`config.mk`:
```
export PLATFORM = sky130hd
export DESIGN_NAME = irq_dma_router
export DESIGN_NICKNAME = d
export VERILOG_FILES = /design/src/rtl/dmar_pkg.sv /design/src/rtl/dmar_pend.sv /design/src/rtl/dmar_fwd.sv /design/src/rtl/dmar_seq.sv /design/src/rtl/irq_dma_router.sv
export SDC_FILE = /design/constraint.sdc
export NUM_CORES = 1
export LEC_CHECK = 0
export CAP_MARGIN = 15
export CORE_ASPECT_RATIO = 0.6
export CORE_MARGIN = 2
export CORE_UTILIZATION = 41
export DETAILED_ROUTE_END_ITERATION = 16
export GPL_TIMING_DRIVEN = 0
export PLACE_DENSITY = 0.71
export SETUP_SLACK_MARGIN = 0.02
export SYNTH_ARGS = -nofsm -noshare
export SYNTH_HDL_FRONTEND = slang
export SYNTH_SLANG_ARGS = --single-unit
```
`constraint.sdc`:
```
create_clock -name clk -period 1.9 [get_ports clk]
set_input_delay 0.38 -clock clk [delete_from_list [all_inputs] [get_ports clk]]
set_output_delay 0.38 -clock clk [all_outputs]
set_load 0.05 [all_outputs]
```
`src/rtl/dmar_pkg.sv`:
```
package dmar_pkg;
    typedef enum logic [0:0] {
        S_IDLE = 1'b0,
        S_BUSY = 1'b1
    } seq_state_t;
endpackage

```
`src/rtl/dmar_pend.sv`:
```
module dmar_pend #(
    parameter int NUM_CH  = 4,
    parameter int NUM_SRC = 16,
    parameter int SEL_W   = 4
) (
    input  logic                      clk,
    input  logic                      rst_n,
    input  logic [NUM_SRC-1:0]        src_flag,
    input  logic [NUM_CH*SEL_W-1:0]   ch_sel,
    input  logic [NUM_CH-1:0]         ch_en,
    input  logic [NUM_CH-1:0]         grant,
    output logic [NUM_CH-1:0]         pend
);
    logic [NUM_SRC-1:0] flag_q;
    logic [NUM_SRC-1:0] rise;

    always_ff @(posedge clk) begin
        if (!rst_n) flag_q <= '0;
        else        flag_q <= src_flag;
    end

    assign rise = src_flag & ~flag_q;

    for (genvar c = 0; c < NUM_CH; c++) begin : g_ch
        logic [SEL_W-1:0] sel_c;
        assign sel_c = ch_sel[c*SEL_W +: SEL_W];

        // a fresh edge wins over the grant that consumes the old request
        always_ff @(posedge clk) begin
            if (!rst_n)              pend[c] <= 1'b0;
            else if (!ch_en[c])      pend[c] <= 1'b0;
            else if (rise[sel_c])    pend[c] <= 1'b1;
            else if (grant[c])       pend[c] <= 1'b0;
        end

        p_dte_drop_r10: assert property (@(posedge clk) disable iff (!rst_n)
            !ch_en[c] |=> !pend[c]);
    end
endmodule

```
`src/rtl/dmar_fwd.sv`:
```
module dmar_fwd #(
    parameter int NUM_CH  = 4,
    parameter int NUM_SRC = 16,
    parameter int SEL_W   = 4
) (
    input  logic [NUM_SRC-1:0]        src_flag,
    input  logic [NUM_CH*SEL_W-1:0]   ch_sel,
    input  logic [NUM_CH-1:0]         ch_en,
    input  logic [NUM_CH-1:0]         ch_own,
    output logic [NUM_SRC-1:0]        cpu_req
);
    logic [NUM_SRC-1:0] owned;

    always_comb begin
        owned = '0;
        for (int c = 0; c < NUM_CH; c++) begin
            if (ch_en[c] && ch_own[c])
                owned[ch_sel[c*SEL_W +: SEL_W]] = 1'b1;
        end
    end

    assign cpu_req = src_flag & ~owned;
endmodule

```
`src/rtl/dmar_seq.sv`:
```
module dmar_seq
    import dmar_pkg::*;
#(
    parameter int                 NUM_CH       = 4,
    parameter int                 NUM_SRC      = 16,
    parameter int                 SEL_W        = 4,
    parameter int                 CH_W         = 2,
    parameter logic [NUM_SRC-1:0] REG_CLR_MASK = '0
) (
    input  logic                      clk,
    input  logic                      rst_n,
    input  logic [NUM_CH-1:0]         pend,
    input  logic [NUM_CH-1:0]         ch_en,
    input  logic [NUM_CH-1:0]         ch_own,
    input  logic [NUM_CH*SEL_W-1:0]   ch_sel,
    input  logic                      xfer_done,
    input  logic                      data_acc,
    output logic [NUM_CH-1:0]         grant,
    output logic [NUM_CH-1:0]         ch_start,
    output logic [NUM_SRC-1:0]        src_clr
);
    seq_state_t        state_q, state_d;
    logic [CH_W-1:0]   act_q, pick;
    logic              found;
    logic              acc_q;
    logic [SEL_W-1:0]  act_src;
    logic              clr_ok;
    logic [NUM_SRC-1:0] clr_vec;
    logic [NUM_CH-1:0] eligible;

    assign eligible = pend & ch_en;

    // fixed priority: scan downwards so the lowest index is kept
    always_comb begin
        found = 1'b0;
        pick  = '0;
        for (int c = NUM_CH - 1; c >= 0; c--) begin
            if (eligible[c]) begin
                found = 1'b1;
                pick  = CH_W'(c);
            end
        end
    end

    always_comb begin
        grant   = '0;
        state_d = state_q;
        unique case (state_q)
            S_IDLE: if (found) begin
                grant[pick] = 1'b1;
                state_d     = S_BUSY;
            end
            S_BUSY: if (xfer_done) state_d = S_IDLE;
            default: state_d = S_IDLE;
        endcase
    end

    assign act_src = ch_sel[act_q*SEL_W +: SEL_W];
    assign clr_ok  = ch_own[act_q] &&
                     (!REG_CLR_MASK[act_src] || acc_q || data_acc);

    always_comb begin
        clr_vec          = '0;
        clr_vec[act_src] = 1'b1;
    end

    // state register and transfer context
    always_ff @(posedge clk) begin
        if (!rst_n) begin
            state_q <= S_IDLE;
            act_q   <= '0;
            acc_q   <= 1'b0;
        end else begin
            state_q <= state_d;
            if (state_q == S_IDLE) begin
                acc_q <= 1'b0;
                if (found) act_q <= pick;
            end else if (xfer_done) begin
                acc_q <= 1'b0;
            end else if (data_acc) begin
                acc_q <= 1'b1;
            end
        end
    end

    // registered outputs
    always_ff @(posedge clk) begin
        if (!rst_n) begin
            ch_start <= '0;
            src_clr  <= '0;
        end else begin
            ch_start <= grant;
            src_clr  <= (state_q == S_BUSY && xfer_done && clr_ok) ? clr_vec : '0;
        end
    end

    p_start_onehot_r5: assert property (@(posedge clk) disable iff (!rst_n)
        $onehot0(ch_start));
    p_hold_busy_r6: assert property (@(posedge clk) disable iff (!rst_n)
        (state_q == S_BUSY && !xfer_done) |=> (ch_start == '0));
    p_clr_after_done_r7: assert property (@(posedge clk) disable iff (!rst_n)
        (src_clr != '0) |-> $past(xfer_done));
    p_clr_onehot_r7: assert property (@(posedge clk) disable iff (!rst_n)
        $onehot0(src_clr));
    p_unowned_no_clr_r9: assert property (@(posedge clk) disable iff (!rst_n)
        (state_q == S_BUSY && xfer_done && !ch_own[act_q]) |=> (src_clr == '0));
endmodule

```
`src/rtl/irq_dma_router.sv`:
```
module irq_dma_router #(
    parameter int                 NUM_CH       = 4,
    parameter int                 NUM_SRC      = 16,
    parameter int                 SEL_W        = (NUM_SRC > 1) ? $clog2(NUM_SRC) : 1,
    parameter logic [NUM_SRC-1:0] REG_CLR_MASK = 16'h1C00
) (
    input  logic                      clk,
    input  logic                      rst_n,
    input  logic [NUM_SRC-1:0]        src_flag,
    input  logic [NUM_CH*SEL_W-1:0]   ch_sel,
    input  logic [NUM_CH-1:0]         ch_en,
    input  logic [NUM_CH-1:0]         ch_own,
    input  logic                      xfer_done,
    input  logic                      data_acc,
    output logic [NUM_CH-1:0]         ch_start,
    output logic [NUM_SRC-1:0]        src_clr,
    output logic [NUM_SRC-1:0]        cpu_req
);
    localparam int CH_W = (NUM_CH > 1) ? $clog2(NUM_CH) : 1;

    logic [NUM_CH-1:0] pend;
    logic [NUM_CH-1:0] grant;

    dmar_pend #(.NUM_CH(NUM_CH), .NUM_SRC(NUM_SRC), .SEL_W(SEL_W)) u_pend (
        .clk      (clk),
        .rst_n    (rst_n),
        .src_flag (src_flag),
        .ch_sel   (ch_sel),
        .ch_en    (ch_en),
        .grant    (grant),
        .pend     (pend)
    );

    dmar_seq #(
        .NUM_CH(NUM_CH), .NUM_SRC(NUM_SRC), .SEL_W(SEL_W),
        .CH_W(CH_W), .REG_CLR_MASK(REG_CLR_MASK)
    ) u_seq (
        .clk       (clk),
        .rst_n     (rst_n),
        .pend      (pend),
        .ch_en     (ch_en),
        .ch_own    (ch_own),
        .ch_sel    (ch_sel),
        .xfer_done (xfer_done),
        .data_acc  (data_acc),
        .grant     (grant),
        .ch_start  (ch_start),
        .src_clr   (src_clr)
    );

    dmar_fwd #(.NUM_CH(NUM_CH), .NUM_SRC(NUM_SRC), .SEL_W(SEL_W)) u_fwd (
        .src_flag (src_flag),
        .ch_sel   (ch_sel),
        .ch_en    (ch_en),
        .ch_own   (ch_own),
        .cpu_req  (cpu_req)
    );

    p_start_needs_pend_r4: assert property (@(posedge clk) disable iff (!rst_n)
        (ch_start != '0) |-> $past((pend & ch_en) != '0));
endmodule

```
==> impl_metrics.toml, run 1 <==
[power_and_ir_drop]
p_clk_share_pct = 36.7
switching_share_pct = 30.5
power_uw = 2840
p_comb_share_pct = 29.1
p_seq_share_pct = 34.2
power.switching_uw = 866
intPower_uw = 1970
pwr_density_cell_nw_per_um2 = 622
p_leak_uw = 0.00174
ir_worst_vdd_uv = 509

[setup_path]
crit_slowest_cell = "clkdlybuf4s15_2"
crit_chain = "clkdlybuf4s15_2 > buf_6 > nor2_2 > a21oi_1 > and3_1 > buf_4"
max_stage_delay_ps = 240
critPathRequiredTime_ps = 1520
cp-end-kind = "output port"
worst_ep_arrival_time_ps = 1490
cp_max_fo = 10
reg2reg_setup_slack_ps = 200
worstSetupEndpoint = "cpu_req[3]"
startpoint_type = "input pin"
r2r-start = "u_seq.act_q[0]"
r2r_end = "u_seq.src_clr[3]"
critPathKind = "in -> out"
rr_worst_depth = 4
crit_start = "ch_sel[11]"

[sta]
skew_ps = 5.03
finalSetupViolations = 0
hold_violations = 0
finalWorstPathRequiredPeriod_ps = 1870
slew_violations = 0
worst_slew_pin_slew_ps = 560
final.period_utilization_pct = 98.7
whs_ps = 390
relSlewSlack_pct = 62.6
rsz0062_at_grt = "true"
fmax_mhz = 533

[synthesis]
ys_warn_count = 0
ys.flop_type = "dfxtp_1"
muxShareOfSynthArea_pct = 13.0
synth_top_family_by_area = "simple AND/OR/NAND/NOR gates"
ys_async_sr_fraction_pct = 0
synth_compound_area_share_pct = 16.5
synthSimpleGateAreaFrac_pct = 34.7
yosysSeqAreaShare_pct = 31.4
yosysTopAreaCell = "dfxtp_1"
synthTopCellsByArea = "dfxtp_1 31%, mux4_2 11%, nor2b_1 4.5%"
yosysUniqueCellTypes = 56
netlist.area_leader.share_pct = 31.4
synth_xor_area_share_pct = 0
synth_edf_count = 0
syn_avg_cell_area_um2 = 8.71
synth_area_um2 = 2810
synth_nets = 366
syn_inst = 322
synth-seq-cells = 44
synth-adder-area-share_pct = 0

[route]
antenna_left = 0
first_iter_violations = 387
drc = 0
avgViaCountPerCell = 6.24
drt-total-wl_um = 11700
dr.pass1.iters = 5
avgRoutedWirePerCell_um = 22.5
via_count = 3253

[floorplan]
die_h_um = 68.1
die_w_um = 111
start_util_pct = 42.2
placementRows = 23
dieArea_um2 = 7540
coreArea_um2 = 6650
io_pins = 80

[cells_and_area]
fin_area_um2 = 4560
multiInputGateArea_um2 = 2210
num-fill-cells = 566
drive_gt1_share_pct = 40.1
area_growth_pct = 62.7
regArea_um2 = 881
num_antenna_cells = 0
nNetsFinal = 477

[place]
hpwl_um = 8720
post_dp_cell_area_um2 = 3720
port_buffers = 73
gp_congestion = 1.01

[cts]
htreeDepth = 2
cts_tree = "yes"
cts_buffers = 5
clkLatencyLatePin_ps = 290
clockBufferDepth = 2
ctsRootBufferMaster = "clkbuf_16"
numClockSinks = 44
clk_pin_slew_worst_paths_ps = 60

[global_route]
antenna_found_initial = 0
grt_max_degree = 15
overflow = 0
gr-usage-all-layers_pct = 31.4
grt_pass1_vias = 3010
grt_pass1_wl_um = 17500

[job]
drv_cap = 0

[worst_hold_path]
hold_class = "in -> reg"

[status]
outcome = "finished, final reports clean"
[critical path, delay by kind of cell]
kind | cells | cell delay, ps
buffers and inverters | 3 | 590
AND/OR/NAND/NOR | 2 | 400
AO/OA/AOI/OAI | 1 | 110
[synth_stat cells (3+ instances only)]
master and number:
and3_1 10, o221ai_1 5, o2111ai_1 3, a21oi_1 7
mux4_2 14, nand2b_1 15, nor3_1 13, a31oi_1 5
clkbuf_1 7, nor3_2 3, a22oi_1 8, nand2_1 24
nand4b_1 5, buf_2 10, or3b_2 4, o22ai_1 5
o21ai_0 5, nor2_1 28, nand3_1 11, and2_1 18
nor3b_1 3, and4_1 3, dfxtp_1 44, inv_1 8
nand4_1 5, nor2b_1 20
[worst min-delay path by stage]
stage          cells after the start  slack (ps)           endpoint      startpoint
4_1_cts                            3         390     u_pend.pend[1]        ch_en[1]
3_5_place_dp                       1         510  u_seq.ch_start[1]  u_pend.pend[1]
3_3_place_gp                       1         490  u_seq.ch_start[1]  u_pend.pend[1]
2_1_floorplan                      1         460        u_seq.acc_q       xfer_done
5_1_grt                            3         400     u_pend.pend[2]        ch_en[2]
6_report                           3         390     u_pend.pend[1]        ch_en[1]
[registers in the layout, indices dropped and copies added (netlist names)]
signal / cells
u_pend.flag_q: 16
u_pend.pend: 4
u_seq.src_clr: 16
u_seq.state_q: 1
u_seq.act_q: 2
u_seq.acc_q: 1
u_seq.ch_start: 4
[cell type report]
cell class                 count  area share [%]
multi-input combinational    250            48.4
timing repair buffer         104            21.1
sequential                    44            19.3
buffer                        19            4.17
clock buffer                   6            3.04
tap                           87            2.38
clock inverter                 2           0.850
inverter                       9           0.822
[placed cells by master, fill, tap and decap left out, types with 4 or more instances in the layout]
cell type / synthesis / routed
nor2_2: 0 / 5
nor3_1: 13 / 4
nand4b_1: 5 / 5
dfxtp_1: 44 / 44
clkbuf_4: 0 / 6
nand2_1: 24 / 19
and2_1: 18 / 18
mux4_2: 14 / 14
nor2_1: 28 / 20
inv_1: 8 / 7
nand3_1: 11 / 10
nor2b_1: 20 / 14
and3_1: 10 / 8
a31oi_1: 5 / 5
buf_2: 10 / 11
nor3_4: 0 / 9
or3b_2: 4 / 4
clkdlybuf4s50_1: 0 / 33
nand2b_4: 0 / 5
clkbuf_16: 0 / 5
a22oi_1: 8 / 5
nand2_2: 1 / 5
buf_4: 0 / 29
nand2b_1: 15 / 10
nand4_1: 5 / 5
a21oi_1: 7 / 6
buf_6: 1 / 25
[power by group through the flow]
| stage | sequential, µW | clock [µW] | combinational (µW) |
|---|---|---|---|
| global route | 974 | 1080 | 863 |
| global placement | 990 | 0 | 667 |
| finish | 971 | 1040 | 827 |
| CTS | 970 | 1040 | 768 |
| floorplan | 993 | 0 | 399 |
| detailed placement | 991 | 0 | 667 |
[layer usage]
| layer | part of all wire (%) | up-vias | wire, µm | global-route usage (%) |
|---|---|---|---|---|
| met4 | 2.1 | 0 | 245 | 7.66 |
| met1 | 46 | 1567 | 5350 | 45.2 |
| met5 | 0 | - | 0 | 0 |
| met3 | 11 | 31 | 1330 | 8.33 |
| li1 | - | 1435 | - | - |
| met2 | 41 | 220 | 4790 | 47.2 |
[kinds of logic after synthesis]
group,Yosys count
buffers and inverters,28
AO/OA/AOI/OAI,61
AND/OR/NAND/NOR,172
flip-flops,44
multiplexers,17
[stage by stage]
stage / utilization (%) / setup TNS (ps) / std cells / setup WS [ps]
after floorplan: - / -101 / 322 / -52.6
after global placement: 56.0 / -25510 / 482 / -1540
after detailed placement: 56.0 / -25280 / 482 / -1510
after CTS: 66.1 / 0 / 516 / 20.9
after global routing: 68.7 / -8.29 / 521 / -8.29
final: 68.7 / 0 / 521 / 25.0
[timing repair]
action | CTS | global route
hold buffers | 0 | 0
buffers inserted | 25 | 5
cloned | 1 | 0
gates resized for setup | 260 | 50
pin swaps | 20 | 16
setup endpoints to repair | 20 | 18
(Power assumes the default switching activity.)
==> run 2, diff against run 1 <==
- TNS_END_PERCENT: not set -> 50
==> run 2 against run 1 <==
Against the previous run:
- the flow now finishes with violations (negative setup slack)
- largest cell class unchanged
- sequential power about the same
- die area unchanged
- non-clock buffer count down 5
- clock skew up 7.8 ps
- critical path depth down 1
- sequential share of layout area up 0.62 points
- hold slack worse by 4.0 ps
- routed wire length down 1.6%
- clock power down 7%
==> impl_metrics.toml, run 2 (synthesis gave the netlist of run 1 again) <==
[setup_path]
crit_slowest_cell = "clkdlybuf4s50_1"
worst_ep_arrival_time_ps = 2120
critPathRequiredTime_ps = 2110
cp-end-kind = "flop"
reg2reg_setup_slack_ps = 250
cp_max_fo = 4
critPathKind = "in -> reg"
crit_chain = "clkdlybuf4s50_1 > nand2b_1 > mux4_2 > a221o_1 > a41oi_2"
startpoint_type = "input pin"
max_stage_delay_ps = 520

[sta]
skew_ps = 12.9
fin_ws_ps = -4.65
slew_violations = 0
finalWorstPathRequiredPeriod_ps = 1900
fmax_mhz = 525
worst_slew_pin_slew_ps = 546
relSlewSlack_pct = 63.5
setup_tns_ps = -4.65
hold_violations = 0
final.period_utilization_pct = 100
rsz0062_at_grt = "true"
finalSetupViolations = 1

[cells_and_area]
area_growth_pct = 57.6
nNetsFinal = 472
num_antenna_cells = 0
drive_gt1_share_pct = 38.6
final_cell_mix = "44 x dfxtp_1, 34 x clkdlybuf4s50_1, 30 x buf_4"
top_regs = "u_pend.flag_q (16), u_seq.src_clr (16)"
layout_commonest_cell = "dfxtp_1"

[floorplan]
die_w_um = 111
placementRows = 23
die_h_um = 68.1
io_pins = 80
coreArea_um2 = 6650
start_util_pct = 42.2
dieArea_um2 = 7540

[route]
avgRoutedWirePerCell_um = 22.4
via_count = 3245
first_iter_violations = 438
dr.pass1.iters = 6
avgViaCountPerCell = 6.31
dr_wl_met3_um = 1440
drt-met1-wl_um = 5310
drc = 0
antenna_left = 0
drt-total-wl_um = 11500
top_layer = "met4"
wl_met2_um = 4640

[cts]
cts_tree = "yes"
htreeDepth = 2
ctsHoldBuffers = 0
cts_buffers = 5
ctsRootBufferMaster = "clkbuf_16"
clkLatencyLatePin_ps = 290
numClockSinks = 44
clockBufferDepth = 2
clk_pin_slew_worst_paths_ps = 60

[job]
drv_cap = 0

[place]
port_buffers = 73
gp_congestion = 1.00
pre_cts_ws_ps = -1520
hpwl_um = 8670

[global_route]
gr-usage-all-layers_pct = 30.5
grt_pass1_wl_um = 17100
grt_pass1_vias = 2962
antenna_found_initial = 0
overflow = 0
grt_max_degree = 13

[status]
violations = "negative setup slack"
outcome = "finished, violations left"

[power_and_ir_drop]
ir_worst_vdd_uv = 449
pwr_density_cell_nw_per_um2 = 619
switching_share_pct = 30.6
p_clk_share_pct = 35.4
p_leak_uw = 0.00168
p_comb_share_pct = 29.2
intPower_uw = 1900
p_seq_share_pct = 35.5
power.switching_uw = 838

[worst_hold_path]
hold_class = "in -> reg"
run 2: changes by cell type in the layout (fill, tap and decap cells not counted), moves of 3 or more:
| cell | change |
|---|---|
| nor3_4 | -4 |
| nor3_2 | +5 |
| dlygate4sd2_1 | -3 |
| buf_6 | -4 |
run 2: worst max-delay path, delay by kind of cell:
family                 cells  cell delay (ps)
AO/OA/AOI/OAI              2              540
buffers and inverters      1              520
multiplexers               1              500
AND/OR/NAND/NOR            1              180
run 2: area by class of cell:
| class | count | area (µm²) |
|---|---|---|
| Buffer | 17 | 161 |
| Clock buffer | 5 | 125 |
| Clock inverter | 1 | 30.0 |
| Fill cell | 554 | 2230 |
| Inverter | 9 | 37.5 |
| Multi-Input combinational cell | 250 | 2160 |
| Sequential cell | 44 | 881 |
| Tap cell | 87 | 109 |
| Timing Repair Buffer | 101 | 915 |
run 2: timing repair:
| action | in CTS | in global routing |
|---|---|---|
| endpoints found under the setup margin | 20 | 16 |
| pin swaps | 20 | 22 |
| buffers inserted | 22 | 5 |
| cloned | 1 | 0 |
| resized for setup | 258 | 43 |
run 2: power groups by stage:
stage                     Sequential [µW]  Combinational (µW)  Clock (µW)
after floorplan                       993                 397           0
after global placement                989                 663           0
after detailed placement              990                 662           0
after CTS                             970                 753         970
after global routing                  974                 832        1020
final                                 971                 798         968
run 2: per-layer routing:
layer | GRT usage (%) | vias up
met5 | 0 | -
met4 | 4.53 | 0
met3 | 7.09 | 20
met2 | 44.2 | 235
met1 | 46.7 | 1570
li1 | - | 1420
run 2: per-stage QoR:
stage	cell area, µm²	std cells	total power (µW)	util, %	hold slack, ps
after floorplan	2870	322	1390	-	458
after global placement	3710	482	1650	55.8	484
after detailed placement	3710	482	1650	55.8	485
after CTS	4300	511	2690	64.7	385
after global routing	4420	514	2830	66.5	414
final	4420	514	2740	66.5	386
run 2: path summary, 6_finish.rpt:
| path | startpoint | end | cells past startpoint |
|---|---|---|---|
| worst max-delay path | src_flag[14] | u_pend.pend[2] | 5 |
| worst max register to register | u_seq.act_q[0] | u_seq.src_clr[2] | 4 |
| worst min-delay path | src_flag[9] | u_pend.flag_q[9] | 2 |
| worst min register to register | u_pend.pend[1] | u_seq.ch_start[1] | 1 |
==> run 3, diff against run 2 <==
- PLACE_DENSITY: 0.71 -> 0.81
==> run 3 against run 2 <==
Against the previous run:
- the run now ends clean
- clock skew is 5.7 ps lower
- sequential share of layout area is 0.073 points lower
- sequential cell count stayed put
- routed wire length is 2.5% higher
- via count is 0.49% lower
- critical path type is now in -> out
==> impl_metrics.toml, run 3 (synthesis gave the netlist of run 1 again) <==
[global_route]
grt_use_met2_pct = 46.2
met1_usage_pct = 44.9
grt_max_degree = 16
use_met3_pct = 9.03
grt_pass1_vias = 2945
antenna_found_initial = 0
busiest_layer = "met2"
overflow = 0
grt_pass1_wl_um = 17200
gr-usage-all-layers_pct = 31.0

[sta]
hold_violations = 0
final.period_utilization_pct = 98.8
relSlewSlack_pct = 64.4
skew_ps = 7.21
finalWorstPathRequiredPeriod_ps = 1880
finalSetupViolations = 0
setup_tns_ps = 0
whs_ps = 377
slew_violations = 0
worst_slew_pin_slew_ps = 532
fmax_mhz = 533
rsz0062_at_grt = "true"

[cells_and_area]
nNetsFinal = 473
num_antenna_cells = 0
fin_area_um2 = 4440
multiInputGateArea_um2 = 2130
num-fill-cells = 555
drive_gt1_share_pct = 39.1
layout.cells.non_filler = 517
regArea_um2 = 881
final_cell_mix = "44 x dfxtp_1, 34 x buf_4, 32 x clkdlybuf4s50_1"
area_growth_pct = 58.2
layout_commonest_cell = "dfxtp_1"
top_regs = "u_pend.flag_q (16), u_seq.src_clr (16)"
utilization_pct = 66.8

[route]
drc = 0
drt-total-wl_um = 11800
avgViaCountPerCell = 6.25
avgRoutedWirePerCell_um = 22.9
dr.pass1.iters = 6
antenna_left = 0
via_count = 3229
first_iter_violations = 283

[cts]
ctsRootBufferMaster = "clkbuf_16"
htreeDepth = 2
cts_buffers = 5
numClockSinks = 44
cts_tree = "yes"
clk_pin_slew_worst_paths_ps = 70
clkLatencyLatePin_ps = 290
ctsHoldBuffers = 0
clockBufferDepth = 2

[floorplan]
dieArea_um2 = 7540
io_pins = 80
die_w_um = 111
coreArea_um2 = 6650
die_h_um = 68.1
start_util_pct = 42.2
placementRows = 23

[power_and_ir_drop]
pwr_density_cell_nw_per_um2 = 630
ir_worst_vdd_uv = 423
p_leak_uw = 0.00169

[worst_hold_path]
hold_class = "in -> reg"

[place]
post_dp_cell_area_um2 = 3710
port_buffers = 73
hpwl_um = 8710
post-place-cells = 482
gp_congestion = 1.01

[setup_path]
worst_ep_arrival_time_ps = 1500
cp-end-kind = "output port"
cp_max_fo = 6
startpoint_type = "input pin"
critPathKind = "in -> out"
critPathRequiredTime_ps = 1520

[job]
drv_cap = 0

[status]
outcome = "finished, final reports clean"
-- run 3: layout make-up --
| class | count | share of cell area (%) |
|---|---|---|
| multi-input combinational | 250 | 48.1 |
| clock inverter | 3 | 1.04 |
| tap | 87 | 2.45 |
| buffer | 17 | 3.67 |
| clock buffer | 5 | 2.82 |
| timing repair buffer | 102 | 21.1 |
| inverter | 9 | 0.930 |
| sequential | 44 | 19.8 |
-- run 3: final timing paths --
kind | from | end | slack [ps] | depth (start not counted)
setup / recovery | ch_sel[8] | cpu_req[15] | 20 | 7
hold / removal | src_flag[4] | u_pend.flag_q[4] | 380 | 2
setup reg to reg | u_pend.flag_q[7] | u_pend.pend[2] | 200 | 4
hold reg to reg | u_pend.pend[1] | u_seq.ch_start[1] | 500 | 1
-- run 3: layer usage --
metal	vias up	share of wire [%]
li1	1427	-
met1	1539	44
met2	242	42
met3	21	13
met4	0	1.4
met5	-	0
-- run 3: power breakdown --
part	switching [µW]	internal, µW	leakage (µW)	total (µW)
logic	462	344	0.00125	805
clock network	395	626	0.0000804	1020
registers	17.8	952	0.000360	970
total	874	1920	0.00169	2800
-- run 3: worst max-delay path, cell delays in order --
cell and delay, ps:
clkbuf_4 160, buf_8 150, and4_2 290, nand3_1 100
o21ai_1 80, nor2_1 160, buf_6 180
-- run 3: timing repair --
| item | in CTS | in global routing |
|---|---|---|
| endpoints found under the setup margin | 20 | 18 |
| buffers inserted | 22 | 6 |
| gates cloned | 1 | 0 |
| pin swaps | 27 | 13 |
| resized for setup | 268 | 37 |
-- run 3: stage by stage --
| step | worst slack (ps) | total power, µW |
|---|---|---|
| 2_1_floorplan | -60.8 | 1390 |
| 3_3_place_gp | -1620 | 1660 |
| 3_5_place_dp | -1590 | 1660 |
| 4_1_cts | 6.91 | 2760 |
| 5_1_grt | -17.3 | 2880 |
| 6_report | 22.1 | 2800 |
